<file path="config.mk">
export PLATFORM = sky130hd
export DESIGN_NAME = morse_rx_decoder
export DESIGN_NICKNAME = d
export VERILOG_FILES = /design/src/rtl/mrx_pkg.sv /design/src/rtl/mrx_sync.sv /design/src/rtl/mrx_tick.sv /design/src/rtl/mrx_timer.sv /design/src/rtl/mrx_frame.sv /design/src/rtl/morse_rx_decoder.sv
export SDC_FILE = /design/constraint.sdc
export NUM_CORES = 1
export LEC_CHECK = 0
export ABC_AREA = 0
export CORE_ASPECT_RATIO = 1.2
export CORE_MARGIN = 2
export CORE_UTILIZATION = 45
export DETAILED_ROUTE_END_ITERATION = 10
export PLACE_DENSITY = 0.63
export SLEW_MARGIN = 20
export SYNTH_ARGS = -nofsm -noshare
export SYNTH_HDL_FRONTEND = slang
export SYNTH_SLANG_ARGS = --single-unit
export TNS_END_PERCENT = 1
</file>
<file path="constraint.sdc">
create_clock -name clk -period 3.05 [get_ports clk]
set_clock_uncertainty 0.15 [all_clocks]
set_input_delay 0.61 -clock clk [delete_from_list [all_inputs] [get_ports clk]]
set_output_delay 0.61 -clock clk [all_outputs]
set_load 0.01 [all_outputs]
</file>
<file path="src/rtl/mrx_pkg.sv">
// Shared constants, types and the element-sequence lookup for the keyed
// receiver. Patterns are right-aligned: the first element received is the
// most significant of the 'len' valid bits, and 1 means a dash.
package mrx_pkg;

    localparam int          MRX_MAX_ELEMS = 5;
    localparam int          MRX_LEN_W     = 3;
    localparam logic [7:0]  MRX_ERR_CODE  = 8'h3F;

    typedef struct packed {
        logic       hit;
        logic [7:0] code;
    } mrx_lookup_t;

    // Reverse table: element count plus pattern to ASCII.
    function automatic mrx_lookup_t mrx_lookup(input logic [MRX_LEN_W-1:0] len,
                                               input logic [MRX_MAX_ELEMS-1:0] pat);
        mrx_lookup_t r;
        r.hit  = 1'b1;
        r.code = MRX_ERR_CODE;
        case ({len, pat})
            {3'd1, 5'b00000}: r.code = 8'h45; // E
            {3'd1, 5'b00001}: r.code = 8'h54; // T
            {3'd2, 5'b00000}: r.code = 8'h49; // I
            {3'd2, 5'b00001}: r.code = 8'h41; // A
            {3'd2, 5'b00010}: r.code = 8'h4E; // N
            {3'd2, 5'b00011}: r.code = 8'h4D; // M
            {3'd3, 5'b00000}: r.code = 8'h53; // S
            {3'd3, 5'b00001}: r.code = 8'h55; // U
            {3'd3, 5'b00010}: r.code = 8'h52; // R
            {3'd3, 5'b00011}: r.code = 8'h57; // W
            {3'd3, 5'b00100}: r.code = 8'h44; // D
            {3'd3, 5'b00101}: r.code = 8'h4B; // K
            {3'd3, 5'b00110}: r.code = 8'h47; // G
            {3'd3, 5'b00111}: r.code = 8'h4F; // O
            {3'd4, 5'b00000}: r.code = 8'h48; // H
            {3'd4, 5'b00001}: r.code = 8'h56; // V
            {3'd4, 5'b00010}: r.code = 8'h46; // F
            {3'd4, 5'b00100}: r.code = 8'h4C; // L
            {3'd4, 5'b00110}: r.code = 8'h50; // P
            {3'd4, 5'b00111}: r.code = 8'h4A; // J
            {3'd4, 5'b01000}: r.code = 8'h42; // B
            {3'd4, 5'b01001}: r.code = 8'h58; // X
            {3'd4, 5'b01010}: r.code = 8'h43; // C
            {3'd4, 5'b01011}: r.code = 8'h59; // Y
            {3'd4, 5'b01100}: r.code = 8'h5A; // Z
            {3'd4, 5'b01101}: r.code = 8'h51; // Q
            {3'd5, 5'b11111}: r.code = 8'h30; // 0
            {3'd5, 5'b01111}: r.code = 8'h31; // 1
            {3'd5, 5'b00111}: r.code = 8'h32; // 2
            {3'd5, 5'b00011}: r.code = 8'h33; // 3
            {3'd5, 5'b00001}: r.code = 8'h34; // 4
            {3'd5, 5'b00000}: r.code = 8'h35; // 5
            {3'd5, 5'b10000}: r.code = 8'h36; // 6
            {3'd5, 5'b11000}: r.code = 8'h37; // 7
            {3'd5, 5'b11100}: r.code = 8'h38; // 8
            {3'd5, 5'b11110}: r.code = 8'h39; // 9
            default:          r.hit  = 1'b0;
        endcase
        return r;
    endfunction

endpackage

</file>
<file path="src/rtl/mrx_sync.sv">
// Multi-stage synchroniser for the asynchronous key line.
// Assumes STAGES >= 2 and that the line is idle low out of reset.
module mrx_sync #(
    parameter int STAGES = 2
) (
    input  logic clk,
    input  logic rst_n,
    input  logic d_async,
    output logic q_sync
);

    logic [STAGES-1:0] sr;

    // Shift the raw input through the flop chain.
    always_ff @(posedge clk) begin
        if (!rst_n) sr <= '0;
        else        sr <= {sr[STAGES-2:0], d_async};
    end

    assign q_sync = sr[STAGES-1];

endmodule

</file>
<file path="src/rtl/mrx_tick.sv">
// Free-running prescaler that gives a one-cycle unit tick every DIV clocks.
// Assumes DIV >= 2.
module mrx_tick #(
    parameter int DIV = 16
) (
    input  logic clk,
    input  logic rst_n,
    output logic tick
);

    localparam int CW = $clog2(DIV);

    logic [CW-1:0] cnt;

    // Count clocks and wrap at DIV-1.
    always_ff @(posedge clk) begin
        if (!rst_n)                     cnt <= '0;
        else if (cnt == CW'(DIV - 1))   cnt <= '0;
        else                            cnt <= cnt + 1'b1;
    end

    assign tick = (cnt == CW'(DIV - 1));

endmodule

</file>
<file path="src/rtl/mrx_timer.sv">
// Run-length timer for the synchronised key line. A single saturating
// counter measures the current level in ticks and is cleared on each level
// change. It classifies a finished key-down pulse as dot, dash or glitch,
// and strobes once when a key-up interval reaches the character-end length.
// Assumes 1 <= HALF_TICKS <= DASH_TICKS and GAP_TICKS >= 1.
module mrx_timer #(
    parameter int HALF_TICKS = 2,
    parameter int DASH_TICKS = 8,
    parameter int GAP_TICKS  = 8
) (
    input  logic clk,
    input  logic rst_n,
    input  logic tick,
    input  logic key_s,
    output logic elem_stb,
    output logic elem_dash,
    output logic gap_stb
);

    localparam int MAX_T = (DASH_TICKS > GAP_TICKS) ? DASH_TICKS : GAP_TICKS;
    localparam int CW    = $clog2(MAX_T + 1);

    logic          key_d;
    logic [CW-1:0] run_cnt;
    logic          key_fall;
    logic          key_low;

    // Track the previous level and count ticks at a stable level.
    always_ff @(posedge clk) begin
        if (!rst_n) begin
            key_d   <= 1'b0;
            run_cnt <= '0;
        end else begin
            key_d <= key_s;
            if (key_s != key_d)
                run_cnt <= '0;
            else if (tick && run_cnt != CW'(MAX_T))
                run_cnt <= run_cnt + 1'b1;
        end
    end

    // Classify at the end of a pulse, and flag the gap threshold once.
    always_comb begin
        key_fall  = key_d & ~key_s;
        key_low   = ~key_d & ~key_s;
        elem_stb  = key_fall && (run_cnt >= CW'(HALF_TICKS));
        elem_dash = (run_cnt >= CW'(DASH_TICKS));
        gap_stb   = key_low && tick && (run_cnt == CW'(GAP_TICKS - 1));
    end

endmodule

</file>
<file path="src/rtl/mrx_frame.sv">
// Collects elements into a variable-length frame and decodes it when the
// character-end strobe arrives. Frames longer than the table allows are
// tracked by a saturating length and reported as errors.
// Assumes elem_stb and gap_stb never coincide.
module mrx_frame
    import mrx_pkg::*;
(
    input  logic       clk,
    input  logic       rst_n,
    input  logic       elem_stb,
    input  logic       elem_dash,
    input  logic       gap_stb,
    output logic       char_stb,
    output logic [7:0] char_code,
    output logic       char_err
);

    localparam logic [MRX_LEN_W-1:0] LEN_MAX = MRX_LEN_W'(MRX_MAX_ELEMS);
    localparam logic [MRX_LEN_W-1:0] LEN_OVF = MRX_LEN_W'(MRX_MAX_ELEMS + 1);

    logic [MRX_LEN_W-1:0]     len;
    logic [MRX_MAX_ELEMS-1:0] pat;
    mrx_lookup_t              lk;
    logic                     bad;

    // Look up the frame collected so far.
    always_comb begin
        lk  = mrx_lookup(len, pat);
        bad = (len > LEN_MAX) || !lk.hit;
    end

    // Append elements, then close and decode the frame on a long gap.
    always_ff @(posedge clk) begin
        if (!rst_n) begin
            len       <= '0;
            pat       <= '0;
            char_stb  <= 1'b0;
            char_code <= 8'h00;
            char_err  <= 1'b0;
        end else begin
            char_stb <= 1'b0;
            if (elem_stb) begin
                if (len < LEN_OVF) len <= len + 1'b1;
                if (len < LEN_MAX) pat <= {pat[MRX_MAX_ELEMS-2:0], elem_dash};
            end else if (gap_stb && len != '0) begin
                char_stb  <= 1'b1;
                char_code <= bad ? MRX_ERR_CODE : lk.code;
                char_err  <= bad;
                len       <= '0;
                pat       <= '0;
            end
        end
    end

endmodule

</file>
<file path="src/rtl/morse_rx_decoder.sv">
// Keyed-line character receiver: synchroniser, unit-tick prescaler, pulse
// and gap timer, frame decoder and a one-entry receive buffer with done,
// error and overrun flags. The unit is CLK_DIV * UNIT_TICKS clocks; the
// dash and character-end thresholds are two units and the glitch limit is
// half a unit. Assumes UNIT_TICKS >= 2 and CLK_DIV >= 2.
module morse_rx_decoder #(
    parameter int CLK_DIV     = 16,
    parameter int UNIT_TICKS  = 4,
    parameter int SYNC_STAGES = 2
) (
    input  logic       clk,
    input  logic       rst_n,
    input  logic       key_in,
    input  logic       rx_rd,
    output logic [7:0] rx_data,
    output logic       rx_done,
    output logic       rx_err,
    output logic       rx_ovr
);

    localparam int HALF_TICKS = UNIT_TICKS / 2;
    localparam int DASH_TICKS = 2 * UNIT_TICKS;
    localparam int GAP_TICKS  = 2 * UNIT_TICKS;

    logic       key_s;
    logic       tick;
    logic       elem_stb;
    logic       elem_dash;
    logic       gap_stb;
    logic       char_stb;
    logic [7:0] char_code;
    logic       char_err;

    mrx_sync #(.STAGES(SYNC_STAGES)) u_sync (
        .clk     (clk),
        .rst_n   (rst_n),
        .d_async (key_in),
        .q_sync  (key_s)
    );

    mrx_tick #(.DIV(CLK_DIV)) u_tick (
        .clk   (clk),
        .rst_n (rst_n),
        .tick  (tick)
    );

    mrx_timer #(
        .HALF_TICKS (HALF_TICKS),
        .DASH_TICKS (DASH_TICKS),
        .GAP_TICKS  (GAP_TICKS)
    ) u_timer (
        .clk       (clk),
        .rst_n     (rst_n),
        .tick      (tick),
        .key_s     (key_s),
        .elem_stb  (elem_stb),
        .elem_dash (elem_dash),
        .gap_stb   (gap_stb)
    );

    mrx_frame u_frame (
        .clk       (clk),
        .rst_n     (rst_n),
        .elem_stb  (elem_stb),
        .elem_dash (elem_dash),
        .gap_stb   (gap_stb),
        .char_stb  (char_stb),
        .char_code (char_code),
        .char_err  (char_err)
    );

    // Receive buffer: load on a decoded character, hold otherwise.
    always_ff @(posedge clk) begin
        if (!rst_n) begin
            rx_data <= 8'h00;
            rx_err  <= 1'b0;
        end else if (char_stb) begin
            rx_data <= char_code;
            rx_err  <= char_err;
        end
    end

    // Done and overrun flags: a new character wins over a read in the same cycle.
    always_ff @(posedge clk) begin
        if (!rst_n) begin
            rx_done <= 1'b0;
            rx_ovr  <= 1'b0;
        end else begin
            if (char_stb)   rx_done <= 1'b1;
            else if (rx_rd) rx_done <= 1'b0;

            if (char_stb && rx_done && !rx_rd) rx_ovr <= 1'b1;
            else if (rx_rd)                    rx_ovr <= 1'b0;
        end
    end

endmodule

</file>
==> impl_metrics.toml, run 1 <==
[pwr]
pwr_density_cell_mw_per_mm2 = 346.8
power.leakage_uw = 0.0009106
peakVddDrop_v = 0.0002957

[setup_path]
worstPathRequired_ps = 3080
path_class = "reg -> reg"
cp_data_arrival_time_ps = 2480
r2r_start = "u_frame.len[1]$_SDFFE_PN0P_"
rr_worst_depth = 7
start_kind = "flip-flop"
worst-r2r-setup-slack_ps = 600
startpoint = "u_frame.len[1]$_SDFFE_PN0P_"
critPathMaxFanout = 14
crit_path_end = "u_frame.char_code[6]$_SDFFE_PN0P_"
r2r-end = "u_frame.char_code[6]$_SDFFE_PN0P_"
end_kind = "flip-flop"

[clock_network]
clk_pin_slew_worst_paths_ps = 70
cts_sinks = 38
postCtsSetupBuffers = 0
numCtsBuffers = 5
clk_latency_ps = 290
cts_buffer_depth = 2
cts_resized = 0
cts_tree = "yes"
htreeDepth = 2
cts_root_buf = "clkbuf_8"
hold_buffers = 0

[route]
drtPass1Iterations = 4
routed_via_density = 5.742
highest-signal-layer = "met4"
drt_iter0_markers = 195
wl_met1_um = 2367
vias = 2027
drc = 0
met3_length_um = 229
route.met2.wl_um = 2502
routed_wl_um = 5182
antenna_left = 0
avgRoutedWirePerCell_um = 14.68

[die]
io_pins = 15
die_h_um = 81.56
start_util = 0.4633
coreArea_mm2 = 0.004870
rows = 28
die-area_mm2 = 0.005598
die_x_um = 68.64

[grt]
grt-ovfl-total = 0
antenna_found_initial = 0
grt_max_degree = 23
grt_pass1_wl_um = 8611
grt_pass1_vias = 1786
grt_use_total = 0.2021

[timing]
finalHoldViolCount = 0
drv_slew = 0
finalCriticalPeriod_ps = 2448
relSlewSlack = 0.5708
period_share = 0.8025
tightest_slew_ps = 640.3
setup_viol = 0
tns_ps = 0
rsz0062_at_grt = "no"
max_freq_ghz = 0.4086

[synthesis]
synthTopCellsByArea = "dfxtp_1 34%, mux2i_1 4.9%, nand2_1 4.3%"
seq_area_frac_synth = 0.3372
syn_nets = 294
synth_seq_cells = 38
synth.top_cell.area_share = 0.3372
syn_area_per_cell_um2 = 7.971
syn_inst = 283
synth_cell_types = 55
synth_top_area_cell = "dfxtp_1"
netlist_area_mm2 = 0.002256
synthFlopType = "dfxtp_1"
synth-edff-count = 0
yosysWarnings = 0
async_reset_ff_frac = 0

[layout]
final_cell_area_mm2 = 0.002547
layout.nets = 303
antenna_cells = 0
syn2layout_area_growth_pct = 12.92
drive_above_1_share = 0.08191
fill_cells = 479
final_util = 0.5231

[status]
status = "finished clean"

[placed_design]
dp_hpwl_um = 3704
gp_congestion = 0.8527
port-buffer-count = 13
placed_cell_area_mm2 = 0.002456

[min_path]
hold_class = "reg -> reg"

[flow_run]
cap_violations = 0
-- metal layers --
layer | global-route usage | vias to the layer above
li1 | - | 1029
met1 | 0.2716 | 935
met2 | 0.3250 | 53
met3 | 0.03288 | 10
met4 | 0.06800 | 0
met5 | 0 | -
-- state kept, by name, summed over array words and instances, names as in the netlist, 2 cells and up --
| signal | cells |
|---|---|
| u_frame.pat | 5 |
| u_sync.sr | 2 |
| u_timer.run_cnt | 4 |
| u_tick.cnt | 4 |
| u_frame.char_code | 7 |
| rx_data | 7 |
| u_frame.len | 3 |
-- cells in the mapped netlist, types with 2 or more instances --
master,n
dfxtp_1,38
nand2_1,26
a21oi_1,16
clkbuf_1,16
nand3_1,16
nor2_1,16
o21ai_0,16
nor2b_1,13
mux2i_1,11
inv_1,9
and2_1,7
ha_1,7
a21boi_0,6
nand2b_1,5
nand4_1,5
nor3_1,5
nor3b_1,5
o22ai_1,5
a32oi_1,4
and3_1,4
buf_2,4
o211ai_1,3
xor2_1,3
a211oi_1,2
a31oi_1,2
buf_1,2
nand3b_1,2
nor4_1,2
o2111ai_1,2
o21a_1,2
o31ai_1,2
o32a_1,2
or3_1,2
xnor2_1,2
-- worst max-delay path, cell delays in order, from the launching register on --
cell and delay, ps:
dfxtp_1 560, inv_1 130, ha_1 200, nor2b_1 140, or3_1 560, a31oi_1 260, o2111ai_1 170, o211a_1 160
-- layout make-up --
cell class / instances / area, µm² / area share
clock buffers: 7 / 86.33 / 0.03389
well taps: 60 / 75.07 / 0.02947
clock inverters: 1 / 5.005 / 0.001965
repair buffers: 25 / 220.2 / 0.08644
multi-input cells: 212 / 1363 / 0.5349
flip-flops and latches: 38 / 760.7 / 0.2986
inverters: 10 / 37.54 / 0.01473
-- how the worst min path moves through the flow --
stage	from	end	slack [ps]	depth (start not counted)
5_1_grt	u_sync.sr[0]$_SDFF_PN0_	u_sync.sr[1]$_SDFF_PN0_	310	1
3_5_place_dp	u_sync.sr[0]$_SDFF_PN0_	u_sync.sr[1]$_SDFF_PN0_	270	1
6_report	u_sync.sr[0]$_SDFF_PN0_	u_sync.sr[1]$_SDFF_PN0_	290	1
2_1_floorplan	u_sync.sr[0]$_SDFF_PN0_	u_sync.sr[1]$_SDFF_PN0_	260	1
4_1_cts	u_sync.sr[0]$_SDFF_PN0_	u_sync.sr[1]$_SDFF_PN0_	290	1
3_3_place_gp	u_sync.sr[0]$_SDFF_PN0_	u_sync.sr[1]$_SDFF_PN0_	270	1
-- logic make-up (layout without fill, tap and decap cells) --
| group | Yosys count | after routing | synth area share |
|---|---|---|---|
| flops | 38 | 38 | 0.3372 |
| simple gates | 117 | 117 | 0.2851 |
| xor+xnor | 5 | 5 | 0.01942 |
| mux | 12 | 12 | 0.05380 |
| buf+inv | 33 | 43 | 0.05879 |
| other cells | 1 | 1 | 0.001662 |
| fa+ha+maj | 7 | 7 | 0.03882 |
| compound gates | 70 | 70 | 0.2052 |
-- cell usage in the layout (no fill, tap or decap), types with 9 or more instances in the layout --
cell type and n:
nand2_1 26, nand3_1 16, o21ai_0 16, inv_1 9, nor2b_1 13, nor2_1 16
a21oi_1 16, clkdlybuf4s50_1 13, buf_4 12, dfxtp_1 38, mux2i_1 11
-- report_power, final --
| group | total [µW] | leakage [µW] | switching, µW | internal (µW) |
|---|---|---|---|---|
| Clock | 354 | 0.0000482 | 172 | 182 |
| Combinational | 24.6 | 0.000555 | 11.8 | 12.8 |
| Sequential | 504 | 0.000307 | 3.66 | 501 |
-- stage by stage --
step	total power (µW)	instances	worst slack [ps]	hold WS [ps]
6_report	883.4	353	602.5	286.8
2_1_floorplan	532.3	283	865.8	261.9
4_1_cts	896.0	353	619.8	290.9
5_1_grt	920.5	353	454.9	307.5
3_5_place_dp	541.1	345	653.3	272.3
3_3_place_gp	540.6	345	709.0	265.1
Power figures use the tool's default switching activity.
==> run 2: changes to the inputs <==
Settings changed: PLACE_DENSITY 0.63 to 0.66.
Clock period 3.05 ns to 2.2 ns, I/O delays scaled along.
==> run 2 against run 1 <==
Against the previous run:
- maximum frequency up 14%
- register-to-register slack worse by 540 ps
- sequential power up 39%
- sequential share of layout area down 1.4 points
- clock power up 32%
- critical path depth unchanged
- hold slack about the same
- sequential cell count unchanged
==> impl_metrics.toml, run 2 (same netlist as run 1, synthesis figures left out) <==
[status]
status = "finished clean"

[die]
io_pins = 15
coreArea_mm2 = 0.004870
die_x_um = 68.64
die-area_mm2 = 0.005598
start_util = 0.4633
die_h_um = 81.56
rows = 28

[flow_run]
cap_violations = 0

[layout]
top_regs = "rx_data (7), u_frame.char_code (7), u_frame.pat (5)"
layout.nets = 315
syn2layout_area_growth_pct = 18.69
fin_cells = 364
final_cell_mix = "37 x dfxtp_1, 25 x nand2_1, 21 x buf_4"
antenna_cells = 0
final_util = 0.5498
drive_above_1_share = 0.1349
final_common_cell = "dfxtp_1"

[setup_path]
end_kind = "flip-flop"
critPathMaxFanout = 12
start_kind = "flip-flop"
worstPathRequired_ps = 2270
path_class = "reg -> reg"
cp_data_arrival_time_ps = 2210

[clock_network]
cts_buffer_depth = 2
clk_pin_slew_worst_paths_ps = 80
cts_sinks = 38
hold_buffers = 0
cts_tree = "yes"
numCtsBuffers = 5
clk_latency_ps = 300
htreeDepth = 2
cts_root_buf = "clkbuf_8"

[timing]
tightest_slew_ps = 621.2
drv_slew = 0
period_share = 0.9718
rsz0062_at_grt = "no"
tns_ps = 0
setup_viol = 0
finalCriticalPeriod_ps = 2138
max_freq_ghz = 0.4677
relSlewSlack = 0.5850
finalHoldViolCount = 0

[placed_design]
dp_hpwl_um = 3880
gp_congestion = 0.9224
port-buffer-count = 13
dp.cells = 357

[route]
drt_iter0_markers = 236
antenna_left = 0
drtPass1Iterations = 7
avgRoutedWirePerCell_um = 14.83
routed_wl_um = 5397
vias = 2165
routed_via_density = 5.948
drc = 0

[grt]
antenna_found_initial = 0
grt-ovfl-total = 0
grt_use_total = 0.2029
grt_pass1_vias = 1904
grt_max_degree = 26
grt_pass1_wl_um = 8742

[min_path]
hold_class = "reg -> reg"

[pwr]
peakVddDrop_v = 0.0004483
pwr_density_cell_mw_per_mm2 = 450.9
power.leakage_uw = 0.0009710
## run 2: changes by cell type in the layout (fill, tap and decap cells not counted), sizes merged
cell / delta
clkinv: -1
clkbuf: -2
clkinvlp: +2
buf: +12
## run 2: worst paths after layout
check / from / end / slack, ps / depth (start not counted)
setup reg to reg: u_frame.len[1]$_SDFFE_PN0P_ / u_frame.char_code[3]$_SDFFE_PN0P_ / 60 / 7
setup / recovery: u_frame.len[1]$_SDFFE_PN0P_ / u_frame.char_code[3]$_SDFFE_PN0P_ / 60 / 7
hold / removal: u_sync.sr[0]$_SDFF_PN0_ / u_sync.sr[1]$_SDFF_PN0_ / 290 / 1
hold reg to reg: u_sync.sr[0]$_SDFF_PN0_ / u_sync.sr[1]$_SDFF_PN0_ / 290 / 1
## run 2: stage by stage
step | hold WS [ps] | setup WS, ps | total power (µW) | instance area (µm²)
after CTS | 288.3 | 17.86 | 1217 | 2655
after floorplan | 261.9 | 15.84 | 738.0 | 2256
after global routing | 313.3 | 2.897 | 1244 | 2678
final | 286.7 | 62.00 | 1207 | 2678
after detailed placement | 269.3 | 17.45 | 756.5 | 2571
after global placement | 264.9 | 19.83 | 753.4 | 2571
## run 2: final cells by class
type | count | area (µm²)
fill | 469 | 2192
inverter | 10 | 37.54
sequential | 38 | 762.0
multi-input combinational | 212 | 1380
clock buffer | 5 | 68.82
clock inverter | 2 | 15.01
timing repair buffer | 37 | 339.1
tap | 60 | 75.07
## run 2: repair_timing
item | in CTS | in global routing
endpoints found under the setup margin | 1 | 9
buffers inserted | 0 | 0
resized for setup | 1 | 7
## run 2: power by group
group / switching [µW] / total, µW / internal (µW)
clock: 251 / 468 / 216
combinational: 18.7 / 40.6 / 22.0
sequential: 5.01 / 699 / 694
## run 2: per-layer routing
layer,GRT usage,routed length [µm]
met1,0.2642,2347
met4,0.08600,196
met2,0.3202,2529
met3,0.04384,323
met5,0,0
## run 2: critical path, stage by stage (launching register included)
cell and delay [ps]:
dfxtp_1 340, buf_12 140, or4b_4 500, buf_6 160
or4_1 410, o211ai_1 100, a21oi_1 110, a31oi_1 170
